File: src/rtl/cfgwin_pkg.sv
package cfgwin_pkg;

    localparam int BUS_W = 8;
    localparam int DEV_W = 5;
    localparam int FN_W  = 3;
    localparam int REG_W = 12;
    localparam int BUS_LSB = REG_W + FN_W + DEV_W;

    typedef enum logic [2:0] {
        ST_IDLE,
        ST_SIZECHK,
        ST_MAP,
        ST_FWD,
        ST_RESP
    } win_state_e;

    function automatic logic len_legal(input logic [2:0] len);
        return (len == 3'd1) || (len == 3'd2) || (len == 3'd4);
    endfunction

endpackage

File: src/rtl/cfgwin_window.sv
module cfgwin_window #(
    parameter int ADDR_W = 32,
    parameter int MIN_LG = 20,
    parameter int MAX_LG = 28
) (
    input  logic              clk,
    input  logic              rst_n,
    input  logic              unmap_i,
    input  logic              map_i,
    input  logic [ADDR_W-1:0] new_base_i,
    input  logic [ADDR_W-1:0] new_size_i,
    input  logic [ADDR_W-1:0] addr_i,
    output logic              size_ok_o,
    output logic              mapped_o,
    output logic              hit_o,
    output logic [ADDR_W-1:0] size_o,
    output logic [ADDR_W-1:0] offset_o
);
    localparam int NSZ = MAX_LG - MIN_LG + 1;

    logic [ADDR_W-1:0] base_q;
    logic [ADDR_W-1:0] size_q;
    logic [NSZ-1:0]    size_match;

    for (genvar k = MIN_LG; k <= MAX_LG; k++) begin : g_size
        assign size_match[k-MIN_LG] = (new_size_i == (ADDR_W'(1) << k));
    end

    assign size_ok_o = |size_match;

    always_ff @(posedge clk or negedge rst_n) begin
        if (!rst_n) begin
            base_q <= '1;
            size_q <= '0;
        end else if (unmap_i) begin
            base_q <= '1;
            size_q <= '0;
        end else if (map_i) begin
            base_q <= new_base_i;
            size_q <= new_size_i;
        end
    end

    assign mapped_o = (base_q != '1);
    assign hit_o    = ({1'b0, addr_i} >= {1'b0, base_q}) &&
                      ({1'b0, addr_i} <  ({1'b0, base_q} + {1'b0, size_q}));
    assign offset_o = addr_i - base_q;
    assign size_o   = size_q;

endmodule

File: src/rtl/cfgwin_split.sv
module cfgwin_split
    import cfgwin_pkg::*;
#(
    parameter int ADDR_W = 32
) (
    input  logic [ADDR_W-1:0]    offset_i,
    input  logic [ADDR_W-1:0]    size_i,
    output logic [BUS_W-1:0]     bus_o,
    output logic [DEV_W+FN_W-1:0] devfn_o,
    output logic [REG_W-1:0]     reg_o
);
    logic [BUS_W-1:0] bus_mask;

    assign bus_mask = BUS_W'((size_i >> BUS_LSB) - ADDR_W'(1));
    assign bus_o    = BUS_W'(offset_i >> BUS_LSB) & bus_mask;
    assign devfn_o  = (DEV_W+FN_W)'(offset_i >> REG_W);
    assign reg_o    = REG_W'(offset_i);

endmodule

File: src/rtl/cfg_window_decoder.sv
module cfg_window_decoder
    import cfgwin_pkg::*;
#(
    parameter int ADDR_W = 32,
    parameter int DATA_W = 32,
    parameter int MIN_LG = 20,
    parameter int MAX_LG = 28
) (
    input  logic              clk,
    input  logic              rst_n,
    input  logic              prog_valid,
    output logic              prog_ready,
    input  logic              prog_enable,
    input  logic [ADDR_W-1:0] prog_base,
    input  logic [ADDR_W-1:0] prog_size,
    output logic              prog_err,
    input  logic              req_valid,
    output logic              req_ready,
    input  logic              req_write,
    input  logic [ADDR_W-1:0] req_addr,
    input  logic [2:0]        req_len,
    input  logic [DATA_W-1:0] req_wdata,
    output logic              rsp_valid,
    output logic [DATA_W-1:0] rsp_rdata,
    output logic              cfg_valid,
    input  logic              cfg_ready,
    output logic              cfg_write,
    output logic [7:0]        cfg_bus,
    output logic [7:0]        cfg_devfn,
    output logic [11:0]       cfg_reg,
    output logic [2:0]        cfg_len,
    output logic [DATA_W-1:0] cfg_wdata,
    input  logic [DATA_W-1:0] cfg_rdata
);
    win_state_e state_q, state_d;

    logic [ADDR_W-1:0] pend_base_q, pend_size_q;
    logic              pend_en_q;
    logic              q_write;
    logic [2:0]        q_len;
    logic [DATA_W-1:0] q_wdata, q_rdata;
    logic [BUS_W-1:0]  q_bus;
    logic [7:0]        q_devfn;
    logic [REG_W-1:0]  q_reg;

    logic              win_unmap, win_map, win_size_ok, win_mapped, win_hit;
    logic [ADDR_W-1:0] win_size, win_offset;
    logic [BUS_W-1:0]  sp_bus;
    logic [7:0]        sp_devfn;
    logic [REG_W-1:0]  sp_reg;
    logic              prog_take, req_take, req_fwd;

    assign prog_take = (state_q == ST_IDLE) && prog_valid;
    assign req_take  = (state_q == ST_IDLE) && !prog_valid && req_valid;
    assign req_fwd   = win_mapped && win_hit && len_legal(req_len);
    assign win_unmap = prog_take;
    assign win_map   = (state_q == ST_MAP);

    cfgwin_window #(
        .ADDR_W (ADDR_W),
        .MIN_LG (MIN_LG),
        .MAX_LG (MAX_LG)
    ) u_window (
        .clk        (clk),
        .rst_n      (rst_n),
        .unmap_i    (win_unmap),
        .map_i      (win_map),
        .new_base_i (pend_base_q),
        .new_size_i (pend_size_q),
        .addr_i     (req_addr),
        .size_ok_o  (win_size_ok),
        .mapped_o   (win_mapped),
        .hit_o      (win_hit),
        .size_o     (win_size),
        .offset_o   (win_offset)
    );

    cfgwin_split #(
        .ADDR_W (ADDR_W)
    ) u_split (
        .offset_i (win_offset),
        .size_i   (win_size),
        .bus_o    (sp_bus),
        .devfn_o  (sp_devfn),
        .reg_o    (sp_reg)
    );

    always_comb begin
        state_d = state_q;
        unique case (state_q)
            ST_IDLE: begin
                if (prog_valid)      state_d = ST_SIZECHK;
                else if (req_valid)  state_d = req_fwd ? ST_FWD : ST_RESP;
            end
            ST_SIZECHK: state_d = (pend_en_q && win_size_ok) ? ST_MAP : ST_IDLE;
            ST_MAP:     state_d = ST_IDLE;
            ST_FWD:     state_d = cfg_ready ? ST_RESP : ST_FWD;
            ST_RESP:    state_d = ST_IDLE;
            default:    state_d = ST_IDLE;
        endcase
    end

    always_ff @(posedge clk or negedge rst_n) begin
        if (!rst_n) begin
            state_q     <= ST_IDLE;
            pend_base_q <= '0;
            pend_size_q <= '0;
            pend_en_q   <= 1'b0;
            q_write     <= 1'b0;
            q_len       <= '0;
            q_wdata     <= '0;
            q_rdata     <= '0;
            q_bus       <= '0;
            q_devfn     <= '0;
            q_reg       <= '0;
        end else begin
            state_q <= state_d;
            if (prog_take) begin
                pend_base_q <= prog_base;
                pend_size_q <= prog_size;
                pend_en_q   <= prog_enable;
            end
            if (req_take) begin
                q_write <= req_write;
                q_len   <= req_len;
                q_wdata <= req_wdata;
                q_bus   <= sp_bus;
                q_devfn <= sp_devfn;
                q_reg   <= sp_reg;
                if (!req_fwd) q_rdata <= '1;
            end
            if ((state_q == ST_FWD) && cfg_ready) q_rdata <= cfg_rdata;
        end
    end

    always_comb begin
        prog_ready = (state_q == ST_IDLE);
        req_ready  = (state_q == ST_IDLE) && !prog_valid;
        prog_err   = (state_q == ST_SIZECHK) && pend_en_q && !win_size_ok;
        cfg_valid  = (state_q == ST_FWD);
        rsp_valid  = (state_q == ST_RESP);
        rsp_rdata  = q_rdata;
        cfg_write  = q_write;
        cfg_bus    = q_bus;
        cfg_devfn  = q_devfn;
        cfg_reg    = q_reg;
        cfg_len    = q_len;
        cfg_wdata  = q_wdata;
    end

endmodule

File: config.mk
export PLATFORM = sky130hd
export DESIGN_NAME = cfg_window_decoder
export DESIGN_NICKNAME = d
export VERILOG_FILES = /design/src/rtl/cfgwin_pkg.sv /design/src/rtl/cfgwin_window.sv /design/src/rtl/cfgwin_split.sv /design/src/rtl/cfg_window_decoder.sv
export SDC_FILE = /design/constraint.sdc
export NUM_CORES = 1
export LEC_CHECK = 0
export BUFFER_PORTS_ARGS = -buffer_cell sky130_fd_sc_hd__buf_2
export CORE_ASPECT_RATIO = 0.5
export CORE_UTILIZATION = 35
export CTS_BUF_LIST = sky130_fd_sc_hd__clkbuf_2
export DETAILED_ROUTE_END_ITERATION = 16
export SLEW_MARGIN = 5
export SYNTH_ARGS = -nofsm -noshare
export SYNTH_HDL_FRONTEND = slang
export SYNTH_SLANG_ARGS = --single-unit
File: constraint.sdc
create_clock -name clk -period 4.6 [get_ports clk]
set_input_delay 0.92 -clock clk [delete_from_list [all_inputs] [get_ports clk]]
set_output_delay 0.92 -clock clk [all_outputs]
set_load 0.01 [all_outputs]
==> out/metrics.csv, run 1 <==
stage,metric,value,unit
global_route,track_usage,0.199,
timing,maxSlewViolCount,0,
synthesis,synth_top_cell_area_share,0.382,
die,die_h,137,µm
timing,finalHoldViolCount,0,
layout,fin_util,0.442,
critical_path,required,5.39,ns
run_status,failed_checks,setup timing,
die,die_width,273,µm
layout,layout-drive-gt1-share,0.294,
run_status,outcome,finished with violations,
global_route,grt_max_degree,129,
die,ios,271,
global_route,antenna_found_initial,5,
power_and_ir_drop,p_total,0.00462,W
synthesis,synth_edf_count,0,
synthesis,yosysSeqAreaShare,0.447,
timing,finalSetupViolCount,26,
clock_tree,path_clk_slew,0.11,ns
global_route,gr-total-overflow,0,
global_route,grt_pass1_vias,10800,
timing,finalCritPeriodShare,1.02,
synthesis,syn_area,0.0128,mm²
routing,first_pass_iters,6,
clock_tree,clockRootBuffer,clkbuf_2,
power_and_ir_drop,pwr-share-comb,0.173,
synthesis,synth_cells,1471,
die,coreArea,0.0360,mm²
critical_path,crit_path_end_kind,flip-flop,
timing,setup_ws,-0.0745,ns
clock_tree,cts_tree,done,
synthesis,yosysUniqueCellTypes,59,
routing,wl_met3,2210,µm
synthesis,yosysWarnings,0,
timing,fin_skew,0.0649,ns
die,std_cell_rows,49,
place,dp_hpwl,28200,µm
routing,wl_per_cell,16.5,µm
power_and_ir_drop,p_sw,0.00148,W
power_and_ir_drop,p_int,0.00314,W
timing,tns,-1.01,ns
critical_path,path_max_fanout,8,
timing,rsz0062_at_grt,yes,
clock_tree,cts_sinks,228,
synthesis,synth_nets,1739,
routing,route.detailed.drc,0,
timing,slew_headroom,0.304,
synthesis,synth_ff_type,dfrtp_1,
power_and_ir_drop,p_clk_frac,0.307,
clock_tree,cts_max_level,2,
routing,routed_wl,38500,µm
timing,max_freq,214,MHz
die,dieArea,0.0375,mm²
synthesis,synthTopCellsByArea,"dfrtp_1 (38%), nand2_1 (12%), ha_1 (9.4%), dfstp_2 (6.5%), o21ai_0 (4.6%)",
routing,num_vias,11500,
place,gp_congestion,0.957,
timing,worst_slew_pin_slew,1.04,ns
routing,antenna_left,0,
power_and_ir_drop,power_frac_seq,0.520,
synthesis,ys_async_sr_fraction,1.00,
die,floorplan.initialDensity,0.356,
critical_path,cp_slowest_cell,dfstp_2,
critical_path,path_cells,"ha_4, a21oi_4, o211ai_2, o311ai_2, a21oi_2, a221o_1, and3b_1, or3_4, a21oi_2, xor2_1, ha_2, or4_4, a21oi_2, o21ai_0, a21oi_2, o21ai_4, nand4_1, o22a_4, buf_6, clkbuf_16, nand3_1",
synthesis,synth-seq-cells,228,
timing,timing.final.crit_period,4.67,ns
routing,routed-wl-met2,16900,µm
critical_path,crit_path_frequent_cell,a21oi_2,
layout,fillers,3617,
routing,drt-vias-per-instance,4.94,
routing,drtIter0Drc,770,
global_route,grt_pass1_wl,58200,µm
power_and_ir_drop,peakVddDrop,0.162,mV
routing,wirelength_met1,18300,µm
clock_tree,numCtsBuffers,55,
routing,topRoutingLayerUsed,met5,
layout,syn_to_final_growth,24.2,%
power_and_ir_drop,swShare,0.321,
critical_path,arrival,5.46,ns
clock_tree,clock_latency,0.94,ns
synthesis,synth_area_per_cell,8.73,µm²
power_and_ir_drop,p_leak,8.33,nW
min_path,min_path_type,in2reg,
run,maxCapViolCount,0,
synthesis,netlist.top_cell.by_area,dfrtp_1,
critical_path,startpoint_type,flip-flop,
critical_path,slowest_delay,0.58,ns
place,port_buffers,270,
layout,nets,2064,
critical_path,worstSetupPathType,reg2reg,
clock_tree,max-clock-path-buffers,3,
power_and_ir_drop,cellPowerDensity,290,mW/mm²
==> cell usage in the layout, fill, tap and decap left out, types with 36 or more instances in the layout <==
| master | n |
|---|---|
| nor2_1 | 71 |
| buf_2 | 269 |
| ha_1 | 92 |
| buf_4 | 48 |
| clkbuf_2 | 82 |
| o21ai_0 | 116 |
| a21oi_1 | 52 |
| inv_1 | 50 |
| nand2_1 | 424 |
| mux2_2 | 36 |
| dfrtp_1 | 196 |
==> cells by family (layout without fill, tap and decap cells) <==
group	Yosys count	count (layout)	share of synthesized area
other	0	2	0
xor gates and xnor gates	55	55	0.0375
DFF	228	228	0.447
and+or+nand+nor	643	643	0.211
AOI/OAI and AO/OA	299	299	0.142
buffers and inverters	110	479	0.0324
muxes	37	37	0.0323
adders and majority gates	99	99	0.0974
==> Yosys cell counts, types with 3 or more instances <==
cell type / count
a211o_1: 4
a211oi_1: 6
a21o_1: 34
a21oi_1: 58
a31oi_1: 6
and2_1: 4
and3_1: 4
buf_2: 3
clkbuf_1: 56
dfrtp_1: 196
dfstp_2: 32
ha_1: 96
inv_1: 50
mux2_2: 36
nand2_1: 427
nand2b_1: 12
nand3_1: 54
nand4_1: 17
nor2_1: 71
nor2b_1: 9
nor3_1: 15
nor4_1: 13
o211ai_1: 5
o21a_1: 9
o21ai_0: 119
o21ai_1: 9
o21bai_1: 9
o31ai_1: 14
or2_2: 4
or3_1: 3
or4_1: 4
xnor2_1: 31
xor2_1: 24
==> final cells by class <==
type,instances,area [µm²],share of cell area
Tap cell,484,606,0.0380
Multi-Input combinational cell,1133,6960,0.436
Inverter,50,188,0.0118
Clock inverter,19,106,0.00667
Timing Repair Buffer,328,1930,0.121
Sequential cell,228,5750,0.360
Antenna cell,2,5.00,0.000314
Clock buffer,82,410,0.0257
==> final timing paths <==
kind                       slack [ns]                  end  depth (start not counted)          startpoint
min in group asynchronous        0.58           cfg_len[2]                          2               rst_n
min reg2reg                      0.47  u_window.base_q[16]                          2     pend_base_q[16]
max reg2reg                     -0.07        rsp_rdata[23]                         21  u_window.base_q[1]
min                              0.17       pend_base_q[3]                          3        prog_base[3]
max                             -0.07        rsp_rdata[23]                         21  u_window.base_q[1]
max in group asynchronous        3.04        cfg_wdata[17]                          3               rst_n
==> timing repair <==
item,4_1_cts,5_1_grt
buffers inserted,1,1
endpoints found under the hold margin,66,0
hold buffers,1,0
cloned,1,3
pin swaps,0,15
gates resized for setup,8,47
endpoints found under the setup margin,34,34
==> routing by layer <==
metal | up-vias | track usage
met1 | 5383 | 0.284
li1 | 5728 | -
met2 | 310 | 0.294
met3 | 70 | 0.0439
met5 | - | 0
met4 | 6 | 0.0765
==> critical path: cells and delay by family (launching register included) <==
kind,cells,cell delay [ns]
xor+xnor,1,0.08
flops,1,0.58
compound gates,11,2.00
buf+inv,2,0.31
fa+ha+maj,2,0.40
simple gates,5,1.16
==> metrics by stage <==
stage	std cells	hold WS (ns)	setup WS [ns]	area [µm²]
final	2326	0.172	-0.0745	15900
after global routing	2326	0.0505	-0.246	15900
after CTS	2320	0.0434	0.00968	15600
after detailed placement	2216	0.462	-0.152	15000
after global placement	2216	0.456	-0.0725	15000
after floorplan	1471	0.446	0.352	12800
==> power groups by stage <==
stage	Clock, W	Sequential [W]	Combinational, W
after floorplan	0	0.00248	0.000350
after global placement	0	0.00243	0.000780
after detailed placement	0	0.00244	0.000789
after CTS	0.00149	0.00240	0.000798
after global routing	0.00159	0.00244	0.000897
final	0.00142	0.00240	0.000801
(Power assumes the default switching activity.)
==> run 2, diff against run 1 <==
Clock period 4.6 ns to 5.4 ns, I/O delays scaled along.
==> out/metrics.csv, run 2 (synthesized netlist as in run 1, its figures left out) <==
stage,metric,value,unit,change
run_status,outcome,finished clean,,was finished with violations
global_route,antenna_found_initial,3,,was 5
routing,wl_per_cell,16.4,µm,was 16.5 µm
global_route,grt_pass1_vias,10700,,was 10800
layout,layout-drive-gt1-share,0.252,,was 0.294
timing,rsz0062_at_grt,no,,was yes
clock_tree,max-clock-path-buffers,3,,unchanged
place,port_buffers,270,,unchanged
place,dp_hpwl,28000,µm,was 28200 µm
die,die_h,137,µm,unchanged
die,ios,271,,unchanged
clock_tree,numCtsBuffers,54,,was 55
power_and_ir_drop,p_int,0.00266,W,was 0.00314 W
clock_tree,cts_resized,0,,was 8
layout,final_common_cell,nand2_1,,unchanged
clock_tree,clock_latency,0.94,ns,about the same
routing,route.detailed.drc,0,,unchanged
clock_tree,cts_max_level,2,,unchanged
routing,first_pass_iters,5,,was 6
timing,max_freq,202,MHz,was 214 MHz
timing,fin_skew,0.0799,ns,was 0.0649 ns
die,dieArea,0.0375,mm²,unchanged
clock_tree,cts_setup_buffers,0,,was 1
power_and_ir_drop,power_frac_seq,0.523,,was 0.520
timing,maxSlewViolCount,0,,unchanged
power_and_ir_drop,p_total,0.00392,W,was 0.00462 W
clock_tree,clockRootBuffer,clkbuf_2,,unchanged
layout,syn_to_final_growth,18.5,%,was 24.2%
die,std_cell_rows,49,,unchanged
critical_path,startpoint_type,flip-flop,,unchanged
critical_path,timing.rr.end,rsp_rdata[20],,was rsp_rdata[23]
routing,drtIter0Drc,635,,was 770
power_and_ir_drop,swShare,0.321,,about the same
min_path,min_path_type,in2async,,was in2reg
critical_path,path_max_fanout,33,,was 8
timing,finalHoldViolCount,0,,unchanged
place,gp_congestion,0.926,,was 0.957
layout,final_cell_area,0.0152,mm²,was 0.0159 mm²
clock_tree,cts_hold_buf,0,,was 1
critical_path,r2r_cells,20,,was 21
critical_path,rrSetupSlack,0.45,ns,was -0.07 ns
power_and_ir_drop,p_leak,8.04,nW,was 8.33 nW
power_and_ir_drop,p_clk_frac,0.308,,was 0.307
layout,nets,2016,,was 2064
timing,worst_slew_pin_slew,1.06,ns,was 1.04 ns
power_and_ir_drop,pwr-share-comb,0.168,,was 0.173
timing,finalCritPeriodShare,0.916,,was 1.02
critical_path,r2r-start,u_window.base_q[1],,unchanged
power_and_ir_drop,peakVddDrop,0.169,mV,was 0.162 mV
power_and_ir_drop,p_sw,0.00126,W,was 0.00148 W
die,floorplan.initialDensity,0.356,,unchanged
critical_path,arrival,5.73,ns,was 5.46 ns
run,maxCapViolCount,0,,unchanged
global_route,track_usage,0.197,,was 0.199
place,placed_area,0.0147,mm²,was 0.0150 mm²
routing,antenna_left,0,,unchanged
global_route,gr-total-overflow,0,,unchanged
timing,finalSetupViolCount,0,,was 26
routing,num_vias,11200,,was 11500
critical_path,required,6.18,ns,was 5.39 ns
clock_tree,cts_tree,done,,unchanged
critical_path,worstSetupPathType,reg2reg,,unchanged
global_route,grt_max_degree,107,,was 129
clock_tree,cts_sinks,228,,unchanged
timing,slew_headroom,0.285,,was 0.304
routing,drt-vias-per-instance,4.91,,was 4.94
layout,final_cell_mix,"nand2_1 (425), buf_2 (269), dfrtp_1 (196)",,"was nand2_1 (424), buf_2 (269), dfrtp_1 (196)"
critical_path,crit_path_end_kind,flip-flop,,unchanged
global_route,grt_pass1_wl,57700,µm,was 58200 µm
power_and_ir_drop,cellPowerDensity,257,mW/mm²,was 290 mW/mm²
die,coreArea,0.0360,mm²,unchanged
routing,routed_wl,37400,µm,was 38500 µm
clock_tree,path_clk_slew,0.14,ns,was 0.11 ns
timing,timing.final.crit_period,4.95,ns,was 4.67 ns
die,die_width,273,µm,unchanged
timing,tns,0,ns,was -1.01 ns
run 2: per-layer routing:
metal / vias to the layer above / routed length, µm / global-route usage / share of wire
li1: 5639 / - / - / -
met1: 5235 / 18100 / 0.280 / 0.48
met2: 231 / 16400 / 0.298 / 0.44
met3: 76 / 1830 / 0.0382 / 0.049
met4: 4 / 1010 / 0.0671 / 0.027
met5: - / 27 / 0 / 0.00072
run 2: through the flow:
stage | hold WS (ns) | setup WS, ns | utilization | cells
floorplan | 0.446 | 1.15 | - | 1471
global placement | 0.458 | 0.559 | 0.408 | 2176
detailed placement | 0.463 | 0.533 | 0.408 | 2176
CTS | 0.109 | 0.532 | 0.422 | 2275
global route | 0.184 | 0.0950 | 0.422 | 2276
finish | 0.157 | 0.451 | 0.422 | 2276
run 2: worst max-delay path, cell delays in order (launching register included):
cell and delay, ns:
dfstp_2 0.63, ha_1 0.25, a21oi_1 0.23, o211ai_2 0.17
o311ai_2 0.29, a21oi_1 0.16, a221o_1 0.37, and3b_1 0.20
or3_1 0.36, a21oi_2 0.15, xor2_1 0.08, ha_1 0.18
or4_1 0.43, a21oi_1 0.18, o21ai_0 0.11, a21oi_1 0.13
o21ai_0 0.23, nand4_1 0.18, o22a_1 0.18, buf_12 0.20
nand3_1 0.09
run 2: worst max path at each step:
| stage | start | slack (ns) | depth (start not counted) | endpoint |
|---|---|---|---|---|
| after floorplan | u_window.base_q[1] | 1.15 | 20 | rsp_rdata[0] |
| after detailed placement | u_window.base_q[1] | 0.53 | 20 | rsp_rdata[9] |
| final | u_window.base_q[1] | 0.45 | 20 | rsp_rdata[20] |
| after global routing | u_window.base_q[0] | 0.1 | 21 | rsp_rdata[20] |
| after global placement | u_window.base_q[1] | 0.56 | 20 | rsp_rdata[7] |
| after CTS | u_window.base_q[1] | 0.53 | 20 | rsp_rdata[2] |
run 2: power groups by stage:
stage	clock, W	combinational, W	sequential, W
after global routing	0.00135	0.000738	0.00208
after global placement	0	0.000663	0.00207
after CTS	0.00127	0.000673	0.00205
after floorplan	0	0.000298	0.00211
final	0.00121	0.000659	0.00205
after detailed placement	0	0.000671	0.00208
run 2: layout make-up:
type | instances | area [µm²]
fill | 3700 | 20800
multi-input combinational | 1133 | 6700
sequential | 228 | 5750
timing repair buffer | 281 | 1460
tap | 484 | 606
clock buffer | 82 | 410
inverter | 50 | 188
clock inverter | 17 | 100
antenna | 1 | 2.50
